File: src/rtl/stdp_pkg.sv
package stdp_pkg;
  typedef enum logic {POL_PRE = 1'b0, POL_POST = 1'b1} pol_e;
  typedef enum logic [1:0] {
    ACT_NONE  = 2'd0,
    ACT_START = 2'd1,
    ACT_INC   = 2'd2,
    ACT_DEC   = 2'd3
  } act_e;
endpackage

File: src/rtl/stdp_lfsr.sv
module stdp_lfsr #(
  parameter int N = 8,
  parameter logic [N-1:0] TAPS = 8'hB8,
  parameter logic [N-1:0] SEED = 8'h01,
  parameter int THR_BITS = 3,
  parameter int FILL_BITS = 3
) (
  input  logic                 clk,
  input  logic                 rst_n,
  output logic [THR_BITS-1:0]  thr_bits,
  output logic [FILL_BITS-1:0] fill_bits
);
  logic [N-1:0] q, q_d;

  always_comb begin
    q_d = {q[N-2:0], ^(q & TAPS)};
  end

  always_ff @(posedge clk or negedge rst_n) begin
    if (!rst_n) q <= SEED;
    else        q <= q_d;
  end

  assign thr_bits  = q[THR_BITS-1:0];
  assign fill_bits = q[THR_BITS+FILL_BITS-1:THR_BITS];
endmodule

File: src/rtl/stdp_slot_mem.sv
module stdp_slot_mem #(
  parameter int DEPTH = 16,
  parameter int WIDTH = 4,
  localparam int AW = (DEPTH > 1) ? $clog2(DEPTH) : 1
) (
  input  logic             clk,
  input  logic             rst_n,
  input  logic             a_we,
  input  logic [AW-1:0]    a_addr,
  input  logic [WIDTH-1:0] a_din,
  input  logic             b_we,
  input  logic [AW-1:0]    b_addr,
  input  logic [WIDTH-1:0] b_din,
  input  logic [AW-1:0]    r_addr,
  output logic [WIDTH-1:0] r_dout
);
  logic [DEPTH-1:0][WIDTH-1:0] rd_bank;

  for (genvar i = 0; i < DEPTH; i++) begin : g_ent
    logic [WIDTH-1:0] ent_q, ent_d;
    logic             hit_a, hit_b, ent_en;

    always_comb begin
      hit_a  = a_we && (a_addr == AW'(i));
      hit_b  = b_we && (b_addr == AW'(i));
      ent_en = hit_a || hit_b;
      ent_d  = ent_q;
      if (hit_a) ent_d = a_din;
      if (hit_b) ent_d = b_din;   // port B has priority
    end

    always_ff @(posedge clk or negedge rst_n) begin
      if (!rst_n)      ent_q <= '0;
      else if (ent_en) ent_q <= ent_d;
    end

    assign rd_bank[i] = ent_q;
  end

  assign r_dout = rd_bank[r_addr];
endmodule

File: src/rtl/stdp_rule.sv
module stdp_rule
  import stdp_pkg::*;
#(
  parameter int W_BITS = 4,
  parameter int CNT_BITS = 4
) (
  input  logic                pre_spk,
  input  logic                post_spk,
  input  logic                win_active,
  input  pol_e                pol,
  input  logic [CNT_BITS-1:0] win_cnt,
  input  logic                win_cnt_ok,
  input  logic [W_BITS-1:0]   w_cur,
  output act_e                act,
  output logic [W_BITS-1:0]   w_new,
  output logic                w_changed
);
  localparam int SUM_W = ((W_BITS > CNT_BITS) ? W_BITS : CNT_BITS) + 1;
  localparam logic [SUM_W-1:0] W_MAX = SUM_W'((1 << W_BITS) - 1);

  logic [SUM_W-1:0] delta, cur_ext, sum_up;

  always_comb begin
    delta   = win_cnt_ok ? SUM_W'(win_cnt) : SUM_W'(1);
    cur_ext = SUM_W'(w_cur);
    sum_up  = cur_ext + delta;

    act = ACT_NONE;
    if (pre_spk && !post_spk)
      act = (win_active && pol == POL_POST) ? ACT_DEC : ACT_START;
    else if (post_spk && !pre_spk)
      act = (win_active && pol == POL_PRE) ? ACT_INC : ACT_START;

    w_new = w_cur;
    case (act)
      ACT_INC: w_new = (sum_up > W_MAX) ? W_MAX[W_BITS-1:0] : sum_up[W_BITS-1:0];
      ACT_DEC: w_new = (delta >= cur_ext) ? '0 : W_BITS'(cur_ext - delta);
      default: w_new = w_cur;
    endcase
    w_changed = (w_new != w_cur);
  end
endmodule

File: src/rtl/stdp_pulse_out.sv
module stdp_pulse_out #(
  parameter int W_BITS = 4,
  parameter bit PULSE_EN = 1'b1
) (
  input  logic              clk,
  input  logic              rst_n,
  input  logic              fire,
  input  logic [W_BITS-1:0] w_in,
  output logic              pulse
);
  if (PULSE_EN) begin : g_pwm
    logic [W_BITS-1:0] cnt_q, cnt_d;
    logic              cnt_en;

    always_comb begin
      cnt_en = fire || (cnt_q != '0);
      cnt_d  = fire ? w_in : cnt_q - W_BITS'(1);
    end

    always_ff @(posedge clk or negedge rst_n) begin
      if (!rst_n)      cnt_q <= '0;
      else if (cnt_en) cnt_q <= cnt_d;
    end

    assign pulse = (cnt_q != '0);
  end else begin : g_none
    assign pulse = 1'b0;
  end
endmodule

File: src/rtl/stdp_tm_adaptor.sv
module stdp_tm_adaptor
  import stdp_pkg::*;
#(
  parameter int NUM_SLOTS = 16,
  parameter int W_BITS = 4,
  parameter int CNT_BITS = 4,
  parameter int LFSR_BITS = 8,
  parameter logic [LFSR_BITS-1:0] LFSR_TAPS = 8'hB8,
  parameter bit PULSE_EN = 1'b1,
  localparam int SLOT_W = (NUM_SLOTS > 1) ? $clog2(NUM_SLOTS) : 1
) (
  input  logic                clk,
  input  logic                rst_n,
  input  logic                slot_vld,
  input  logic [SLOT_W-1:0]   slot_idx,
  input  logic                pre_spk,
  input  logic                post_spk,
  input  logic                win_active,
  input  logic [CNT_BITS-1:0] win_cnt,
  input  logic                win_cnt_ok,
  input  logic                ld_en,
  input  logic [SLOT_W-1:0]   ld_idx,
  input  logic                ld_bit,
  output logic                wb_en,
  output logic [SLOT_W-1:0]   wb_idx,
  output logic                wb_bit,
  output logic                ws_en,
  output logic [SLOT_W-1:0]   ws_idx,
  output logic                spk_vld,
  output logic [SLOT_W-1:0]   spk_idx,
  output logic [W_BITS-1:0]   spk_weight,
  output logic                spk_pulse
);
  localparam int THR_BITS  = W_BITS - 1;
  localparam int FILL_BITS = W_BITS - 1;
  localparam int THR_BASE  = 1 << (W_BITS - 2);

  // reset: asynchronous assert, synchronous release
  logic [1:0] rs_q;
  logic       rst_core_n;
  always_ff @(posedge clk or negedge rst_n) begin
    if (!rst_n) rs_q <= '0;
    else        rs_q <= {rs_q[0], 1'b1};
  end
  assign rst_core_n = rs_q[1];

  // random source
  logic [THR_BITS-1:0]  thr_bits;
  logic [FILL_BITS-1:0] fill_bits;
  stdp_lfsr #(
    .N(LFSR_BITS), .TAPS(LFSR_TAPS), .SEED(LFSR_BITS'(1)),
    .THR_BITS(THR_BITS), .FILL_BITS(FILL_BITS)
  ) u_lfsr (
    .clk(clk), .rst_n(rst_core_n), .thr_bits(thr_bits), .fill_bits(fill_bits)
  );

  // per-slot state
  logic [W_BITS-1:0] w_rd, w_new;
  logic [0:0]        pol_rd;
  act_e              rule_act;
  logic              w_chg;
  logic              upd_we, pol_we;

  assign upd_we = slot_vld && w_chg;
  assign pol_we = slot_vld && (rule_act == ACT_START);

  stdp_slot_mem #(.DEPTH(NUM_SLOTS), .WIDTH(W_BITS)) u_wcache (
    .clk(clk), .rst_n(rst_core_n),
    .a_we(upd_we), .a_addr(slot_idx), .a_din(w_new),
    .b_we(ld_en), .b_addr(ld_idx), .b_din({ld_bit, fill_bits}),
    .r_addr(slot_idx), .r_dout(w_rd)
  );

  stdp_slot_mem #(.DEPTH(NUM_SLOTS), .WIDTH(1)) u_polmem (
    .clk(clk), .rst_n(rst_core_n),
    .a_we(pol_we), .a_addr(slot_idx), .a_din(post_spk),
    .b_we(1'b0), .b_addr('0), .b_din(1'b0),
    .r_addr(slot_idx), .r_dout(pol_rd)
  );

  stdp_rule #(.W_BITS(W_BITS), .CNT_BITS(CNT_BITS)) u_rule (
    .pre_spk(pre_spk), .post_spk(post_spk), .win_active(win_active),
    .pol(pol_e'(pol_rd)), .win_cnt(win_cnt), .win_cnt_ok(win_cnt_ok),
    .w_cur(w_rd), .act(rule_act), .w_new(w_new), .w_changed(w_chg)
  );

  // output stage: next-state
  logic [W_BITS-1:0] threshold;
  logic spk_d, wb_d, ws_d, wbb_d;
  always_comb begin
    threshold = W_BITS'(THR_BASE) + W_BITS'(thr_bits);
    spk_d = slot_vld && pre_spk;
    wb_d  = upd_we;
    ws_d  = pol_we;
    wbb_d = (w_new > threshold);
  end

  // output stage: registers
  logic                spk_q, wb_q, ws_q, wbb_q;
  logic [SLOT_W-1:0]   idx_q;
  logic [W_BITS-1:0]   sw_q;
  always_ff @(posedge clk or negedge rst_core_n) begin
    if (!rst_core_n) begin
      spk_q <= 1'b0;
      wb_q  <= 1'b0;
      ws_q  <= 1'b0;
    end else begin
      spk_q <= spk_d;
      wb_q  <= wb_d;
      ws_q  <= ws_d;
    end
  end

  always_ff @(posedge clk or negedge rst_core_n) begin
    if (!rst_core_n) idx_q <= '0;
    else if (slot_vld) idx_q <= slot_idx;
  end

  always_ff @(posedge clk or negedge rst_core_n) begin
    if (!rst_core_n) sw_q <= '0;
    else if (spk_d)  sw_q <= w_rd;
  end

  always_ff @(posedge clk or negedge rst_core_n) begin
    if (!rst_core_n) wbb_q <= 1'b0;
    else if (wb_d)   wbb_q <= wbb_d;
  end

  stdp_pulse_out #(.W_BITS(W_BITS), .PULSE_EN(PULSE_EN)) u_pulse (
    .clk(clk), .rst_n(rst_core_n), .fire(spk_d), .w_in(w_rd), .pulse(spk_pulse)
  );

  assign spk_vld    = spk_q;
  assign spk_idx    = idx_q;
  assign spk_weight = spk_q ? sw_q : '0;
  assign wb_en      = wb_q;
  assign wb_idx     = idx_q;
  assign wb_bit     = wb_q & wbb_q;
  assign ws_en      = ws_q;
  assign ws_idx     = idx_q;
endmodule

File: config.mk
export PLATFORM = sky130hd
export DESIGN_NAME = stdp_tm_adaptor
export DESIGN_NICKNAME = d
export VERILOG_FILES = /design/src/rtl/stdp_pkg.sv /design/src/rtl/stdp_lfsr.sv /design/src/rtl/stdp_slot_mem.sv /design/src/rtl/stdp_rule.sv /design/src/rtl/stdp_pulse_out.sv /design/src/rtl/stdp_tm_adaptor.sv
export SDC_FILE = /design/constraint.sdc
export NUM_CORES = 1
export LEC_CHECK = 0
export ABC_AREA = 1
export BUFFER_PORTS_ARGS = -buffer_cell sky130_fd_sc_hd__clkbuf_2
export CORE_MARGIN = 2
export CORE_UTILIZATION = 55
export CTS_CLUSTER_SIZE = 8
export DETAILED_ROUTE_END_ITERATION = 6
export GPL_ROUTABILITY_DRIVEN = 0
export PLACE_DENSITY = 0.73
export SYNTH_ARGS = -nofsm -noshare
export SYNTH_HDL_FRONTEND = slang
export SYNTH_SLANG_ARGS = --single-unit
File: constraint.sdc
create_clock -name clk -period 9.9 [get_ports clk]
set_input_delay 1.485 -clock clk [delete_from_list [all_inputs] [get_ports clk]]
set_output_delay 1.485 -clock clk [all_outputs]
set_load 0.01 [all_outputs]
# --- Yosys cells after proc, flatten, opt, wreduce, memory -nomap -nowiden ---
# Cells that the tools add are included.
op_classes:
  n_addsub: 4
  n_lt_le_gt_ge: 4
  eq_ne: 34
  mux: 46
  bitwise_logic: 2
  reduce_logical: 110
op_table:
  columns: ["operator", "n"]
  rows:
  - ["2-to-1 mux 4 bit", 38]
  - ["equality test 4 bit (second input constant)", 16]
  - ["logical AND 1 bit", 55]
  - ["equality test 4 x 3 -> 1 bit (second input constant)", 8]
  - ["AND reduction 2 bit", 16]
  - ["nonzero test 2 bit", 16]
  - ["logical OR 1 bit", 17]
  - ["binary-select mux 4 bit (select 4 bit)", 1]
  - ["equality test 4 x 2 -> 1 bit (second input constant)", 4]
  - ["equality test 4 x 1 -> 1 bit (second input constant)", 2]
  - ["logical NOT 4 bit", 2]
  - ["2-to-1 mux 2 bit", 4]
  - ["case mux 4 bit (2 select lines)", 1]
  - ["XOR reduction 8 bit", 1]
  - ["adder 4 x 5 -> 5 bit", 1]
  - [">= comparator 5 x 4 -> 1 bit", 1]
  - ["greater-than comparator 5 x 4 -> 1 bit (second input constant)", 1]
  - ["less-than comparator 4 x 5 -> 1 bit (second input constant)", 1]
  - ["adder 3 x 3 -> 4 bit (first input constant)", 1]
  - ["binary-select mux 1 bit (select 4 bit)", 1]
  - ["equality test 2 bit (second input constant)", 2]
  - ["greater-than comparator 4 bit", 1]
  - ["!= test 4 bit", 1]
  - ["nonzero test 4 bit", 1]
  - ["other kinds (7)", 8]
word_totals:
  reg_bits: 106

# --- Depth between registers and ports, before layout ---
depth:
  depth_word: 14
  mapped_depth: 28
  mapped_depth_nobuf: 24

# --- By module ---
# Synthesis repeated with hierarchy kept, for this count alone.
hier_totals:
  hier_cells: 1074
  hier_area_um2: 7324.5
by_module_without_submodules:
  columns: ["module", "instances", "cells_each", "area_each_um2"]
  rows:
  - ["stdp_slot_mem at u_wcache", 1, 610, 4062.6]
  - ["stdp_slot_mem at u_polmem", 1, 212, 1323.8]
  - ["stdp_tm_adaptor", 1, 79, 728.2]
  - ["stdp_rule", 1, 105, 628.1]
  - ["stdp_lfsr", 1, 31, 317.8]
  - ["stdp_pulse_out", 1, 37, 264.0]

# --- Worst setup path after synthesis ---
# OpenSTA, ideal clock, no wires.
synth_path:
  path_kind: "input to register"
  startpoint: "input slot_idx[1]"
  endpoint: "register wbb_q"
  setup_time_ns: 0.127
  t_arrival_ns: 4.665
  path_slack_ns: 5.108
  cell_stages: 26
  path_buffers: 4
  path_cell_list: "buf_6 > inv_2 > nor2_4 > buf_4 > a22oi_1 > nand2_1 > nand2_1 > nand4_2 > inv_1 > ha_1 > clkbuf_1 > nand2_1 > or2_2 > nand4_1 > nand2_1 > nor2_1 > nand4_1 > nand2_1 > o21bai_1 > buf_2 > ha_1 > nand2_1 > o21bai_1 > a22oi_1 > nand2_1 > o21ai_0"
synth_via:
  word_cells_on_any_way: 23
synth_rtl:
  columns: ["element", "line", "rtl"]
  rows:
  - ["start, declared", "stdp_tm_adaptor.sv:15", "input logic [SLOT_W-1:0] slot_idx,"]
  - ["binary-select mux 4 bit (select 4 bit) (*)", "stdp_slot_mem.sv:40", "assign r_dout = rd_bank[r_addr];"]
  - ["2-to-1 mux 4 bit (implied by the code) (*)", "stdp_slot_mem.sv:40", null]
  - ["via u_pulse.w_in[2]", "stdp_pulse_out.sv:8", "input logic [W_BITS-1:0] w_in,"]
  - ["parallel branches: the longest is 6 deep, another holds adder 4 x 5 -> 5 bit", null, null]
  - ["end signal, assigned", "stdp_tm_adaptor.sv:126", "else if (wb_d) wbb_q <= wbb_d;"]
  - ["end, declared", "stdp_tm_adaptor.sv:99", "logic spk_q, wb_q, ws_q, wbb_q;"]
# Mark *: on every way through the listed nets, which the timed path passes. The select of a mux whose other input is x is not followed.
# A chain may end at the register's enable or synchronous reset.

# --- Final worst setup path ---
layout_path:
  startpoint: "input slot_idx[0]"
  endpoint: "register u_wcache.g_ent[8].ent_q[3]"
layout_via:
  word_cells_on_any_way: 29
layout_rtl:
  columns: ["element", "line", "rtl"]
  rows:
  - ["binary-select mux 4 bit (select 4 bit) (*)", "stdp_slot_mem.sv:40", null]
  - ["2-to-1 mux 4 bit (implied by the code) (*)", "stdp_slot_mem.sv:40", null]
  - ["via u_pulse.w_in[2]", "stdp_pulse_out.sv:8", null]
  - ["adder 4 x 5 -> 5 bit", "stdp_rule.sv:26", "sum_up = cur_ext + delta;"]
  - ["greater-than comparator 5 x 4 -> 1 bit", "stdp_rule.sv:36", "ACT_INC: w_new = (sum_up > W_MAX) ? W_MAX[W_BITS-1:0] : sum_up[W_BITS-1:0];"]
  - ["2-to-1 mux 4 bit", "stdp_rule.sv:36", null]
  - ["case mux 4 bit (2 select lines)", "stdp_rule.sv:35", "case (act)"]
  - ["!= test 4 bit", "stdp_rule.sv:40", "w_changed = (w_new != w_cur);"]
  - ["logical AND 1 bit", "stdp_tm_adaptor.sv:64", "assign upd_we = slot_vld && w_chg;"]
  - ["logical AND 1 bit", "stdp_slot_mem.sv:24", "hit_a = a_we && (a_addr == AW'(i));"]
  - ["nonzero test 2 bit (no source line) / logical OR 1 bit (equally long branches)", null, null]
  - ["AND reduction 2 bit (no source line)", null, null]
  - ["end signal, assigned", "stdp_slot_mem.sv:34", "else if (ent_en) ent_q <= ent_d;"]
  - ["end, declared", "stdp_slot_mem.sv:20", "logic [WIDTH-1:0] ent_q, ent_d;"]
# The timed path passes the listed nets; every way through them passes the cells marked *. The select of a mux whose other input is x is not followed.

==> summary.md <==
| Metric | Value |
|---|---|
| Clock skew | 0.0103 ns |
| Crit-path cells | clkbuf_2, inv_2, nor2_4, a22oi_1, nand2_1, nand2_1, nand4_2, inv_1, ha_1, nand2_1, o21ai_0, a21o_1, nor2_1, nand4_1, nand3_2, nand2_1, nand2_1, nor2_2, nand2_2, nand3_1, nand2_1, nand2_1, nand2_1 |
| WL/cell | 16.4 um |
| Proportion of layout cells with a drive suffix above 1 | 11.3% |
| N_diodes | 0 |
| Worst Path Required | 10.15 ns |
| Final setup TNS | 0 ns |
| TritonCTS clock tree | built |
| Mapped Avg Cell Area | 7.46 um2 |
| Synth unique cells | 39 |
| DR vias/cell | 5.70 |
| Post-route DRC | 0 |
| RSZ-0062 raised after global routing | false |
| Critical Path AT | 6.02 ns |
| Post-synthesis sequential area ratio | 39.5% |
| Internal | 0.000927 W |
| First-pass iteration count of the detailed router | 5 |
| CTS Hold Buffers Added | 0 |
| Post-layout util | 60.0% |
| Startpoint types | input port |
| Multi-input combinational cell area | 0.00360 mm2 |
| Die Ht | 115 um |
| Sw frac | 38.5% |
| Area delta synth->final | 6.81% |
| Layout Cells excl Fill | 1,060 |
| Slew @ Worst Pin | 1.11 ns |
| Synthesized Nets | 941 |
| Family with the most delay on the worst path | simple AND/OR/NAND/NOR gates |
| First-pass GRT wire length | 27,800 um |
| Hpwl dp | 12,200 um |
| Peak VDD IR | 0.132 mV |
| WS Path Type | in -> reg |
| Clk root buf | clkbuf_16 |
| Hold WS | 0.351 ns |
| H-tree level count | 3 |
| CP most frequent cell | nand2_1 |
| Detail Route Antenna Nets | 0 |
| Mapped Area | 0.00672 mm2 |
| Initial antenna violation count | 0 |
| Vias in the first global route | 5,349 |
| Nets | 948 |
| # Max-Cap Violations | 0 |
| Core Area | 0.0120 mm2 |
| Fmax | 173 MHz |
| Reg power frac | 41.0% |
| Die X | 115 um |
| Endpoint type of the worst setup path | flip-flop |
| Final setup fails | 0 |
| Pins over their slew limit | 0 |
| Yosys warns | 0 |
| Fillers | 1,108 |
| Largest net degree at the start of global routing | 55 |
| Register area | 0.00266 mm2 |
| Register-to-register setup slack | 5.56 ns |
| Switching power total | 0.000580 W |
| Clock slew at reported path FFs | 0.07 ns |
| Clock share of power | 24.5% |
| Setup bufs post-CTS | 0 |
| PortBufs | 41 |
| Cts repair resizes | 0 |
| Pwr/cell area | 210 mW/mm2 |
| DR iter-0 viols | 571 |
| Crit-path max FO | 18 |
| Initial Util | 56.2% |
| WP buf/inv | 3 |
| CTS sink count | 106 |
| Die area | 0.0131 mm2 |
| Synth Register Bits | 106 |
| Syn Inst Count | 901 |
| Grt total ovfl | 0 |
| HP Class | reg -> reg |
| Worst path max stage delay | 0.48 ns |
| Vias | 6,038 |
| Period utilization | 58.3% |
| Leak | 3.71 nW |
| I/O Pins | 42 |
| Worst-Skew Late Latency | 0.36 ns |
| Total Power | 0.00151 W |
| Hold Vio Cnt, Final | 0 |
| Post-Route WL | 17,400 um |
| Combinational share of power | 34.5% |
| Slew margin rel. | 25.6% |
| Outcome | complete, no violations |
| # placed instances | 1,044 |
| Max stage delay cell, worst path | nand3_2 |
| All-Layer GR Usage | 27.6% |
| CTS Buf Count | 9 |
| Clock Path Buffers | 2 |
| Row cnt | 40 |
| Fin crit period | 5.77 ns |
==> flip-flops by register name, summed over array words and instances, names as in the netlist <==
register	count
u_wcache.g_ent.ent_q	64
u_polmem.g_ent.ent_q	16
u_lfsr.q	8
spk_idx	4
sw_q	4
u_pulse.g_pwm.cnt_q	4
rs_q	2
spk_vld	1
wb_en	1
wbb_q	1
ws_en	1
==> area by class of cell <==
cell class / count / share of cell area [%]
tap: 147 / 2.56
multi-input combinational: 691 / 50.1
clock inverter: 6 / 0.906
inverter: 57 / 2.98
clock buffer: 10 / 3.33
timing repair buffer: 43 / 3.07
sequential: 106 / 37.0
==> worst reg2reg max path, cell delays in order, from the launching register on <==
cell     delay, ns
dfrtp_1       0.39
a22oi_1       0.23
nand2_1       0.12
nand2_1       0.13
nand4_4       0.16
ha_1          0.27
fa_1          0.40
inv_1         0.09
nor3_1        0.04
nor2_1        0.21
nand2_1       0.08
nand4_1       0.13
nand3_2       0.47
nand2_1       0.23
nand2_1       0.09
nor2_2        0.14
nand2_2       0.39
nand3_1       0.35
nand2_1       0.17
nand2_1       0.10
nand2_1       0.05
==> cell usage after synthesis <==
library cell	n	area share, %
fa_1	2	0.60
dfstp_2	1	0.39
nor2_4	4	0.67
buf_2	13	0.97
nand4_2	1	0.19
clkbuf_1	18	1.0
clkinv_1	2	0.11
nand3_4	12	3.1
conb_1	1	0.056
dfrtp_1	105	39
a31oi_1	16	1.5
buf_6	4	0.67
nand2_2	3	0.28
o311ai_0	1	0.13
o21bai_1	4	0.45
a21o_1	1	0.11
xor2_1	2	0.26
xnor2_1	3	0.39
inv_2	4	0.22
nand2_1	345	19
nand4_4	2	0.63
nor2_2	2	0.19
ha_1	17	3.2
o2111ai_1	1	0.13
nor3_2	1	0.15
inv_1	51	2.8
o31ai_1	1	0.11
nand4_1	13	1.2
o21ai_0	74	5.5
nand3_2	2	0.30
buf_1	2	0.11
nor2_1	41	2.3
nand3_1	76	5.7
nand2_4	10	1.7
nor3_1	2	0.15
a22oi_1	33	3.7
or2_2	1	0.093
buf_4	10	1.1
a21oi_1	20	1.5
==> layout by cell type (no fill, tap or decap), types with 4 or more instances in the layout <==
master | Yosys | layout
a21oi_1 | 20 | 20
a22oi_1 | 33 | 33
a31oi_1 | 16 | 16
clkbuf_16 | 0 | 9
clkbuf_2 | 0 | 41
dfrtp_1 | 105 | 104
ha_1 | 17 | 17
inv_1 | 51 | 51
inv_2 | 4 | 4
nand2_1 | 345 | 345
nand2_4 | 10 | 10
nand3_1 | 76 | 76
nand3_4 | 12 | 12
nand4_1 | 13 | 13
nor2_1 | 41 | 41
nor2_4 | 4 | 4
o21ai_0 | 74 | 74
o21bai_1 | 4 | 4
==> per-layer routing <==
metal	vias to the layer above	wire (um)	track usage [%]	share of wire (%)
li1	2983	-	-	-
met1	2820	7900	39.1	45
met2	209	7960	42.8	46
met3	26	1200	5.82	6.9
met4	0	344	8.21	2.0
met5	-	0	0	0
==> worst paths after layout <==
path	cells after the start	startpoint	endpoint
setup / recovery	23	slot_idx[0]	u_wcache.g_ent[8].ent_q[3]
hold / removal	0	rs_q[0]	rs_q[1]
setup reg to reg	20	u_wcache.g_ent[15].ent_q[0]	u_wcache.g_ent[8].ent_q[3]
hold reg to reg	0	rs_q[0]	rs_q[1]
max in group asynchronous	1	rs_q[1]	sw_q[3]
min in group asynchronous	0	rs_q[1]	u_wcache.g_ent[2].ent_q[3]
==> power by group through the flow <==
stage                     registers (W)  clock network [W]  logic, W
final                          0.000617           0.000369  0.000521
after CTS                      0.000615           0.000376  0.000519
after floorplan                0.000602                  0  0.000407
after detailed placement       0.000622                  0  0.000517
after global routing           0.000628           0.000390  0.000587
after global placement         0.000622                  0  0.000508
==> metrics by stage <==
step           worst slack [ns]  cell area [um2]
6_report                   4.13             7180
5_1_grt                    3.77             7180
4_1_cts                    4.22             7180
3_5_place_dp               3.84             6870
3_3_place_gp               3.85             6870
2_1_floorplan              5.11             6720
==> logic make-up (layout without fill, tap and decap cells) <==
group | after synthesis | after routing | synth area share, %
simple gates | 515 | 515 | 35.9
compound gates | 151 | 151 | 13.1
flops | 106 | 106 | 39.5
buf+inv | 104 | 116 | 7.06
fa+ha+maj | 19 | 19 | 3.76
xor+xnor | 5 | 5 | 0.652
other cells | 1 | 1 | 0.0558
Power figures use the tool's default switching activity.
